File: config.mk
export PLATFORM = sky130hd
export DESIGN_NAME = owire_byte_engine
export DESIGN_NICKNAME = d
export VERILOG_FILES = /design/src/rtl/owbe_pkg.sv /design/src/rtl/owbe_shifter.sv /design/src/rtl/owbe_pullup.sv /design/src/rtl/owbe_ctrl.sv /design/src/rtl/owire_byte_engine.sv
export SDC_FILE = /design/constraint.sdc
export NUM_CORES = 1
export LEC_CHECK = 0
export BUFFER_PORTS_ARGS = -buffer_cell sky130_fd_sc_hd__buf_2
export CAP_MARGIN = 20
export CORE_MARGIN = 8
export CORE_UTILIZATION = 35
export DETAILED_ROUTE_END_ITERATION = 10
export SYNTH_ARGS = -nofsm -noshare
export SYNTH_HDL_FRONTEND = slang
export SYNTH_SLANG_ARGS = --single-unit
File: constraint.sdc
create_clock -name clk -period 3.7 [get_ports clk]
set_clock_uncertainty 0.1 [all_clocks]
set_input_delay 0.185 -clock clk [delete_from_list [all_inputs] [get_ports clk]]
set_output_delay 0.185 -clock clk [all_outputs]
set_load 0.02 [all_outputs]
File: src/rtl/owbe_pkg.sv
package owbe_pkg;

    typedef enum logic [1:0] {
        OP_WRITE = 2'd0,
        OP_READ  = 2'd1,
        OP_TOUCH = 2'd2,
        OP_RSVD  = 2'd3
    } owbe_op_e;

    typedef enum logic [2:0] {
        ST_IDLE,
        ST_ISSUE,
        ST_WAIT,
        ST_HOLD,
        ST_DONE
    } owbe_state_e;

    typedef struct packed {
        logic req;
        logic bit_val;
    } slot_cmd_t;

    function automatic logic op_is_legal(owbe_op_e op);
        return op != OP_RSVD;
    endfunction

    function automatic logic op_sends_data(owbe_op_e op);
        return (op == OP_WRITE) || (op == OP_TOUCH);
    endfunction

endpackage

File: src/rtl/owbe_shifter.sv
module owbe_shifter #(
    parameter int BYTE_W = 8
) (
    input  logic              clk,
    input  logic              rst,
    input  logic              load,
    input  logic [BYTE_W-1:0] load_val,
    input  logic              shift_en,
    input  logic              sample,
    output logic              out_bit,
    output logic              pre_last,
    output logic              at_last,
    output logic [BYTE_W-1:0] data
);
    localparam int IDX_W = (BYTE_W > 1) ? $clog2(BYTE_W) : 1;
    localparam logic [IDX_W-1:0] LAST_IDX = IDX_W'(BYTE_W - 1);
    localparam logic [IDX_W-1:0] PRE_IDX  = IDX_W'(BYTE_W - 2);

    logic [BYTE_W-1:0] sh_q;
    logic [IDX_W-1:0]  idx_q;

    always_ff @(posedge clk) begin
        if (rst) begin
            sh_q  <= '0;
            idx_q <= '0;
        end else if (load) begin
            sh_q  <= load_val;
            idx_q <= '0;
        end else if (shift_en) begin
            sh_q  <= {sample, sh_q[BYTE_W-1:1]};
            idx_q <= idx_q + 1'b1;
        end
    end

    assign out_bit  = sh_q[0];
    assign pre_last = (idx_q == PRE_IDX);
    assign at_last  = (idx_q == LAST_IDX);
    assign data     = sh_q;
endmodule

File: src/rtl/owbe_pullup.sv
module owbe_pullup #(
    parameter int DUR_W = 16
) (
    input  logic             clk,
    input  logic             rst,
    input  logic             idle,
    input  logic             set_req,
    input  logic [DUR_W-1:0] set_val,
    input  logic             arm,
    input  logic             hold_en,
    input  logic             ms_tick,
    output logic             spu,
    output logic             hold_done
);
    logic [DUR_W-1:0] pend_q;
    logic [DUR_W-1:0] cnt_q;
    logic             spu_q;

    assign hold_done = hold_en && spu_q && ms_tick && (cnt_q == DUR_W'(1));
    assign spu       = spu_q;

    always_ff @(posedge clk) begin
        if (rst) begin
            pend_q <= '0;
            cnt_q  <= '0;
            spu_q  <= 1'b0;
        end else begin
            if (idle && set_req)
                pend_q <= set_val;
            if (arm && pend_q != '0) begin
                spu_q <= 1'b1;
                cnt_q <= pend_q;
            end
            if (hold_done) begin
                spu_q  <= 1'b0;
                pend_q <= '0;
            end else if (hold_en && spu_q && ms_tick) begin
                cnt_q <= cnt_q - 1'b1;
            end
        end
    end

    // a live pull-up always has ticks left to count
    p_cnt_live_r7: assert property (@(posedge clk) disable iff (rst)
        spu_q |-> (cnt_q != '0));
    // the request does not change while busy unless consumed
    p_busy_keep_r11: assert property (@(posedge clk) disable iff (rst)
        (!idle && !hold_done) |=> $stable(pend_q));
endmodule

File: src/rtl/owbe_ctrl.sv
module owbe_ctrl
    import owbe_pkg::*;
(
    input  logic     clk,
    input  logic     rst,
    input  logic     cmd_valid,
    input  owbe_op_e cmd_op,
    input  logic     slot_done,
    input  logic     pre_last,
    input  logic     at_last,
    input  logic     spu,
    input  logic     hold_done,
    output logic     ready,
    output logic     load,
    output logic     shift_en,
    output logic     arm,
    output logic     hold_en,
    output logic     slot_req,
    output logic     rsp_valid
);
    owbe_state_e st_q, st_d;
    owbe_op_e    op_q;

    always_comb begin
        st_d = st_q;
        unique case (st_q)
            ST_IDLE:  if (cmd_valid && op_is_legal(cmd_op)) st_d = ST_ISSUE;
            ST_ISSUE: st_d = ST_WAIT;
            ST_WAIT:  if (slot_done) begin
                          if (!at_last)  st_d = ST_ISSUE;
                          else if (spu)  st_d = ST_HOLD;
                          else           st_d = ST_DONE;
                      end
            ST_HOLD:  if (hold_done) st_d = ST_DONE;
            ST_DONE:  st_d = ST_IDLE;
            default:  st_d = ST_IDLE;
        endcase
    end

    always_ff @(posedge clk) begin
        if (rst) begin
            st_q <= ST_IDLE;
            op_q <= OP_WRITE;
        end else begin
            st_q <= st_d;
            if (st_q == ST_IDLE && cmd_valid)
                op_q <= cmd_op;
        end
    end

    assign ready     = (st_q == ST_IDLE);
    assign load      = ready && cmd_valid && op_is_legal(cmd_op);
    assign shift_en  = (st_q == ST_WAIT) && slot_done;
    assign arm       = shift_en && pre_last && op_sends_data(op_q);
    assign hold_en   = (st_q == ST_HOLD);
    assign slot_req  = (st_q == ST_ISSUE);
    assign rsp_valid = (st_q == ST_DONE);

    // a request lasts one cycle
    p_req_pulse_r5: assert property (@(posedge clk) disable iff (rst)
        slot_req |=> !slot_req);
    // completion pulse lasts one cycle and is followed by idle
    p_rsp_pulse_r13: assert property (@(posedge clk) disable iff (rst)
        rsp_valid |=> (!rsp_valid && ready));
endmodule

File: src/rtl/owire_byte_engine.sv
module owire_byte_engine
    import owbe_pkg::*;
#(
    parameter int BYTE_W = 8,
    parameter int DUR_W  = 16
) (
    input  logic              clk,
    input  logic              rst,
    input  logic              cmd_valid,
    input  logic [1:0]        cmd_op,
    input  logic [BYTE_W-1:0] cmd_byte,
    output logic              cmd_ready,
    input  logic              pu_set,
    input  logic [DUR_W-1:0]  pu_ms,
    input  logic              ms_tick,
    output logic              slot_req,
    output logic              slot_bit,
    input  logic              slot_done,
    input  logic              slot_sample,
    output logic              spu,
    output logic              rsp_valid,
    output logic [BYTE_W-1:0] rsp_byte
);
    localparam logic [BYTE_W-1:0] ALL_ONES = '1;

    owbe_op_e          op_in;
    logic              load, shift_en, arm, hold_en, hold_done;
    logic              pre_last, at_last, out_bit;
    logic [BYTE_W-1:0] load_val;
    slot_cmd_t         slot_cmd;

    assign op_in    = owbe_op_e'(cmd_op);
    assign load_val = (op_in == OP_READ) ? ALL_ONES : cmd_byte;

    owbe_ctrl u_ctrl (
        .clk       (clk),
        .rst       (rst),
        .cmd_valid (cmd_valid),
        .cmd_op    (op_in),
        .slot_done (slot_done),
        .pre_last  (pre_last),
        .at_last   (at_last),
        .spu       (spu),
        .hold_done (hold_done),
        .ready     (cmd_ready),
        .load      (load),
        .shift_en  (shift_en),
        .arm       (arm),
        .hold_en   (hold_en),
        .slot_req  (slot_cmd.req),
        .rsp_valid (rsp_valid)
    );

    owbe_shifter #(.BYTE_W(BYTE_W)) u_shift (
        .clk      (clk),
        .rst      (rst),
        .load     (load),
        .load_val (load_val),
        .shift_en (shift_en),
        .sample   (slot_sample),
        .out_bit  (out_bit),
        .pre_last (pre_last),
        .at_last  (at_last),
        .data     (rsp_byte)
    );

    owbe_pullup #(.DUR_W(DUR_W)) u_pull (
        .clk       (clk),
        .rst       (rst),
        .idle      (cmd_ready),
        .set_req   (pu_set),
        .set_val   (pu_ms),
        .arm       (arm),
        .hold_en   (hold_en),
        .ms_tick   (ms_tick),
        .spu       (spu),
        .hold_done (hold_done)
    );

    assign slot_cmd.bit_val = out_bit;
    assign slot_req         = slot_cmd.req;
    assign slot_bit         = slot_cmd.bit_val;

    // no pull-up while an early slot is being requested
    p_spu_late_r6: assert property (@(posedge clk) disable iff (rst)
        (slot_req && !at_last) |-> !spu);
    // the pull-up drops exactly when the operation completes
    p_spu_drop_r7: assert property (@(posedge clk) disable iff (rst)
        $fell(spu) |-> rsp_valid);
    // no slot activity while idle
    p_idle_quiet_r13: assert property (@(posedge clk) disable iff (rst)
        cmd_ready |-> (!slot_req && !spu));
endmodule

==> metrics.csv <==
stage,metric,value,unit
synthesis,synth_largest_area_cell,dfxtp_1,
critical_path,r2r-end,u_pull.cnt_q[13],
cts,clk_pin_slew_worst_paths,100,ps
placed_design,dp_hpwl,4.54,mm
run_status,outcome,finished clean,
sta,fmax,361,MHz
power,swShare,0.292,
critical_path,rrSetupSlack,930,ps
placed_design,io_buffers,45,
synthesis,synthTopCellsByArea,"dfxtp_1 (39%), nand2_1 (10%), a21oi_1 (5.8%)",
sta,setup-tns-final,0,ps
finish,final_area,0.00284,mm^2
detailed_routing,maxUsedRoutingLayer,met4,
detailed_routing,final_antenna_net_count,0,
placed_design,dpl-instance-area,0.00272,mm^2
finish,fin_cells,430,
critical_path,cp_max_fo,18,
critical_path,endpoint_kind,flip-flop,
detailed_routing,drc_errors,0,
synthesis,synth_area,0.00248,mm^2
floorplan,die_h,100,um
synthesis,yosys_register_bits,48,
finish,antennaDiodeCount,0,
critical_path,path_class,reg2reg,
hold_path,holdPathStages,3,
sta,worst_pin_slew,673,ps
critical_path,start_kind,flip-flop,
critical_path,ff2ff_path_depth,5,
cts,cts_made_buffers,5,
cts,cts_sinks,48,
sta,finalSetupViolations,0,
cts,ctsResizeCount,0,
sta,worst_slack,929,ps
global_route,grt_pass1_vias,2180,
global_route,track_usage,0.123,
sta,final_max_slew_viol_count,0,
floorplan,start_util,0.364,
power,peakVddDrop,0.170,mV
synthesis,yosysSeqAreaShare,0.387,
floorplan,pin_count,46,
hold_path,min_path_type,in2reg,
sta,period_needed,2770,ps
power,p_comb_frac,0.163,
finish,fin_nets,371,
global_route,grt_antenna_before_repair,0,
job,maxCapViolCount,0,
placed_design,placed_cells_incl_taps,421,
floorplan,rows,30,
cts,clockRootBuffer,clkbuf_8,
power,sequentialPowerShare,0.502,
detailed_routing,wl_met1,2.98,mm
critical_path,required,3830,ps
cts,cts_tree,yes,
synthesis,ys_types,58,
detailed_routing,totalWireLength,6.10,mm
power,p_sw,342,uW
sta,rsz0062_at_grt,no,
hold_path,hp-start,pu_ms[0],
global_route,gr-total-overflow,0,
critical_path,cp.arrival,2900,ps
global_route,grt_pass1_wl,10.4,mm
critical_path,r2r-start,u_ctrl.st_q[1],
detailed_routing,wl_met3,192,um
power,p_per_area,411,mW/mm^2
detailed_routing,routedWlPerCell,14.2,um
detailed_routing,via_per_inst,5.27,
cts,cts_max_path_buffers,2,
power,pwr-share-clk,0.335,
sta,fin_crit_sh,0.749,
finish,syn2layout_area_growth,14.5,%
floorplan,fp.dieW,100,um
detailed_routing,drtIter0Drc,127,
synthesis,synthCells,302,
synthesis,postSynthNetCount,340,
cts,htree_levels,2,
synthesis,synth_edf_count,0,
finish,drive_above_1_share,0.198,
placed_design,routabilityCongestion,0.827,
synthesis,yosysWarnings,0,
synthesis,async_flop_share,0,
cts,clock_latency,300,ps
floorplan,die_area,0.0100,mm^2
sta,maxSlewHeadroom,0.551,
sta,hold_viol_final,0,
synthesis,synth_top_area_share,0.387,
synthesis,postSynthAreaPerCell,8.22,um^2
detailed_routing,dr.pass1.iters,4,
detailed_routing,via_count,2265,
detailed_routing,wl_met2,2.87,mm
hold_path,min_to,u_pull.pend_q[0],
synthesis,synth_ff_type,dfxtp_1,
floorplan,core,0.00683,mm^2
placed_design,place_ws,975,ps
global_route,grt_max_degree,38,
sta,whs,11.6,ps
power,intPower,827,uW
power,p_leak,1.08,nW
==> layout by cell type (no fill, tap or decap), types with 3 or more instances in the layout <==
cell type / instances
inv_1: 6
mux2i_1: 5
o22ai_1: 3
a21oi_1: 29
a311oi_1: 7
dfxtp_1: 48
and2_1: 5
nor3_1: 10
nand2_1: 66
a31oi_1: 5
buf_2: 45
nor4_2: 3
nor2b_1: 3
nor4_1: 5
o211ai_1: 5
nand3_1: 6
clkbuf_8: 5
nor3_2: 3
nor2_1: 10
a22oi_1: 3
ha_1: 5
nand2b_1: 4
or3_1: 5
or4_1: 4
==> registers in the layout, indices dropped and copies added (netlist names) <==
signal and count:
u_shift.idx_q 3, u_shift.data 8, u_ctrl.st_q 3, u_pull.pend_q 16, u_pull.cnt_q 16, u_pull.spu 1
u_ctrl.op_q 1
==> through the flow <==
| step | power, mW | util |
|---|---|---|
| detailed placement | 0.792 | 0.398 |
| finish | 1.17 | 0.416 |
| floorplan | 0.732 | - |
| global placement | 0.789 | 0.398 |
| global route | 1.23 | 0.416 |
| CTS | 1.19 | 0.416 |
==> power groups by stage <==
| stage | Combinational, mW | Sequential, mW | Clock (mW) |
|---|---|---|---|
| final | 0.190 | 0.586 | 0.392 |
| after global routing | 0.215 | 0.592 | 0.425 |
| after CTS | 0.195 | 0.586 | 0.406 |
| after detailed placement | 0.194 | 0.598 | 0 |
| after global placement | 0.191 | 0.598 | 0 |
| after floorplan | 0.135 | 0.598 | 0 |
==> synthesized netlist by cell type (2+ instances only) <==
cell type	count
nand2_1	66
dfxtp_1	48
a21oi_1	29
nor2_1	10
nor3_1	10
clkbuf_1	9
buf_2	8
a311oi_1	7
inv_1	6
nand3_1	6
a31oi_1	5
and2_1	5
ha_1	5
mux2i_1	5
nor4_1	5
o211ai_1	5
or3_1	5
nand2b_1	4
or4_1	4
a22oi_1	3
buf_4	3
nor2b_1	3
nor3_2	3
nor4_2	3
o22ai_1	3
a221oi_1	2
nand4_1	2
nor3b_1	2
o2bb2a_2	2
o2bb2ai_1	2
o311ai_0	2
o31a_1	2
or2_2	2
or2b_1	2
==> layout make-up <==
| class | count | area [um^2] |
|---|---|---|
| tap | 96 | 120 |
| clock buffer | 5 | 68.8 |
| sequential | 48 | 961 |
| inverter | 6 | 22.5 |
| multi-input combinational | 226 | 1390 |
| timing repair buffer | 46 | 235 |
| fill | 741 | 3990 |
| clock inverter | 3 | 46.3 |
==> timing repair <==
item | 4_1_cts | 5_1_grt
setup buffers | 0 | 0
endpoints found under the hold margin | 1 | 0
hold buffers | 1 | 0
==> critical path, cell delays in order, from the launching register on <==
cell       delay [ps]
dfxtp_1           530
nand4bb_1         540
nor3_2            510
and2_1            590
o2bb2a_1          300
a21oi_1           140
==> worst max-delay path by stage <==
| stage | from | to | slack, ps | depth (start not counted) |
|---|---|---|---|---|
| detailed placement | u_ctrl.st_q[1] | u_pull.cnt_q[14] | 980 | 5 |
| floorplan | u_pull.cnt_q[0] | u_pull.cnt_q[12] | 1730 | 8 |
| CTS | u_ctrl.st_q[1] | u_pull.cnt_q[13] | 950 | 5 |
| finish | u_ctrl.st_q[1] | u_pull.cnt_q[13] | 930 | 5 |
| global route | u_ctrl.st_q[1] | u_pull.cnt_q[13] | 650 | 5 |
| global placement | u_ctrl.st_q[1] | u_pull.cnt_q[13] | 1060 | 5 |
==> kinds of logic (layout without fill, tap and decap cells) <==
family	count (synthesis)	after routing	share of synthesized area
AND/OR/NAND/NOR	140	140	0.298
multiplexers	6	6	0.0247
adder cells (fa/ha/maj)	5	5	0.0252
AO/OA/AOI/OAI	74	74	0.208
flip-flops	48	48	0.387
XOR/XNOR	1	1	0.00353
buffers and inverters	28	60	0.0539
==> routing by layer <==
layer | vias up | GRT usage
li1 | 1158 | -
met1 | 1060 | 0.160
met2 | 40 | 0.201
met3 | 7 | 0.0242
met4 | 0 | 0.0302
met5 | - | 0
(Power assumes the default switching activity.)
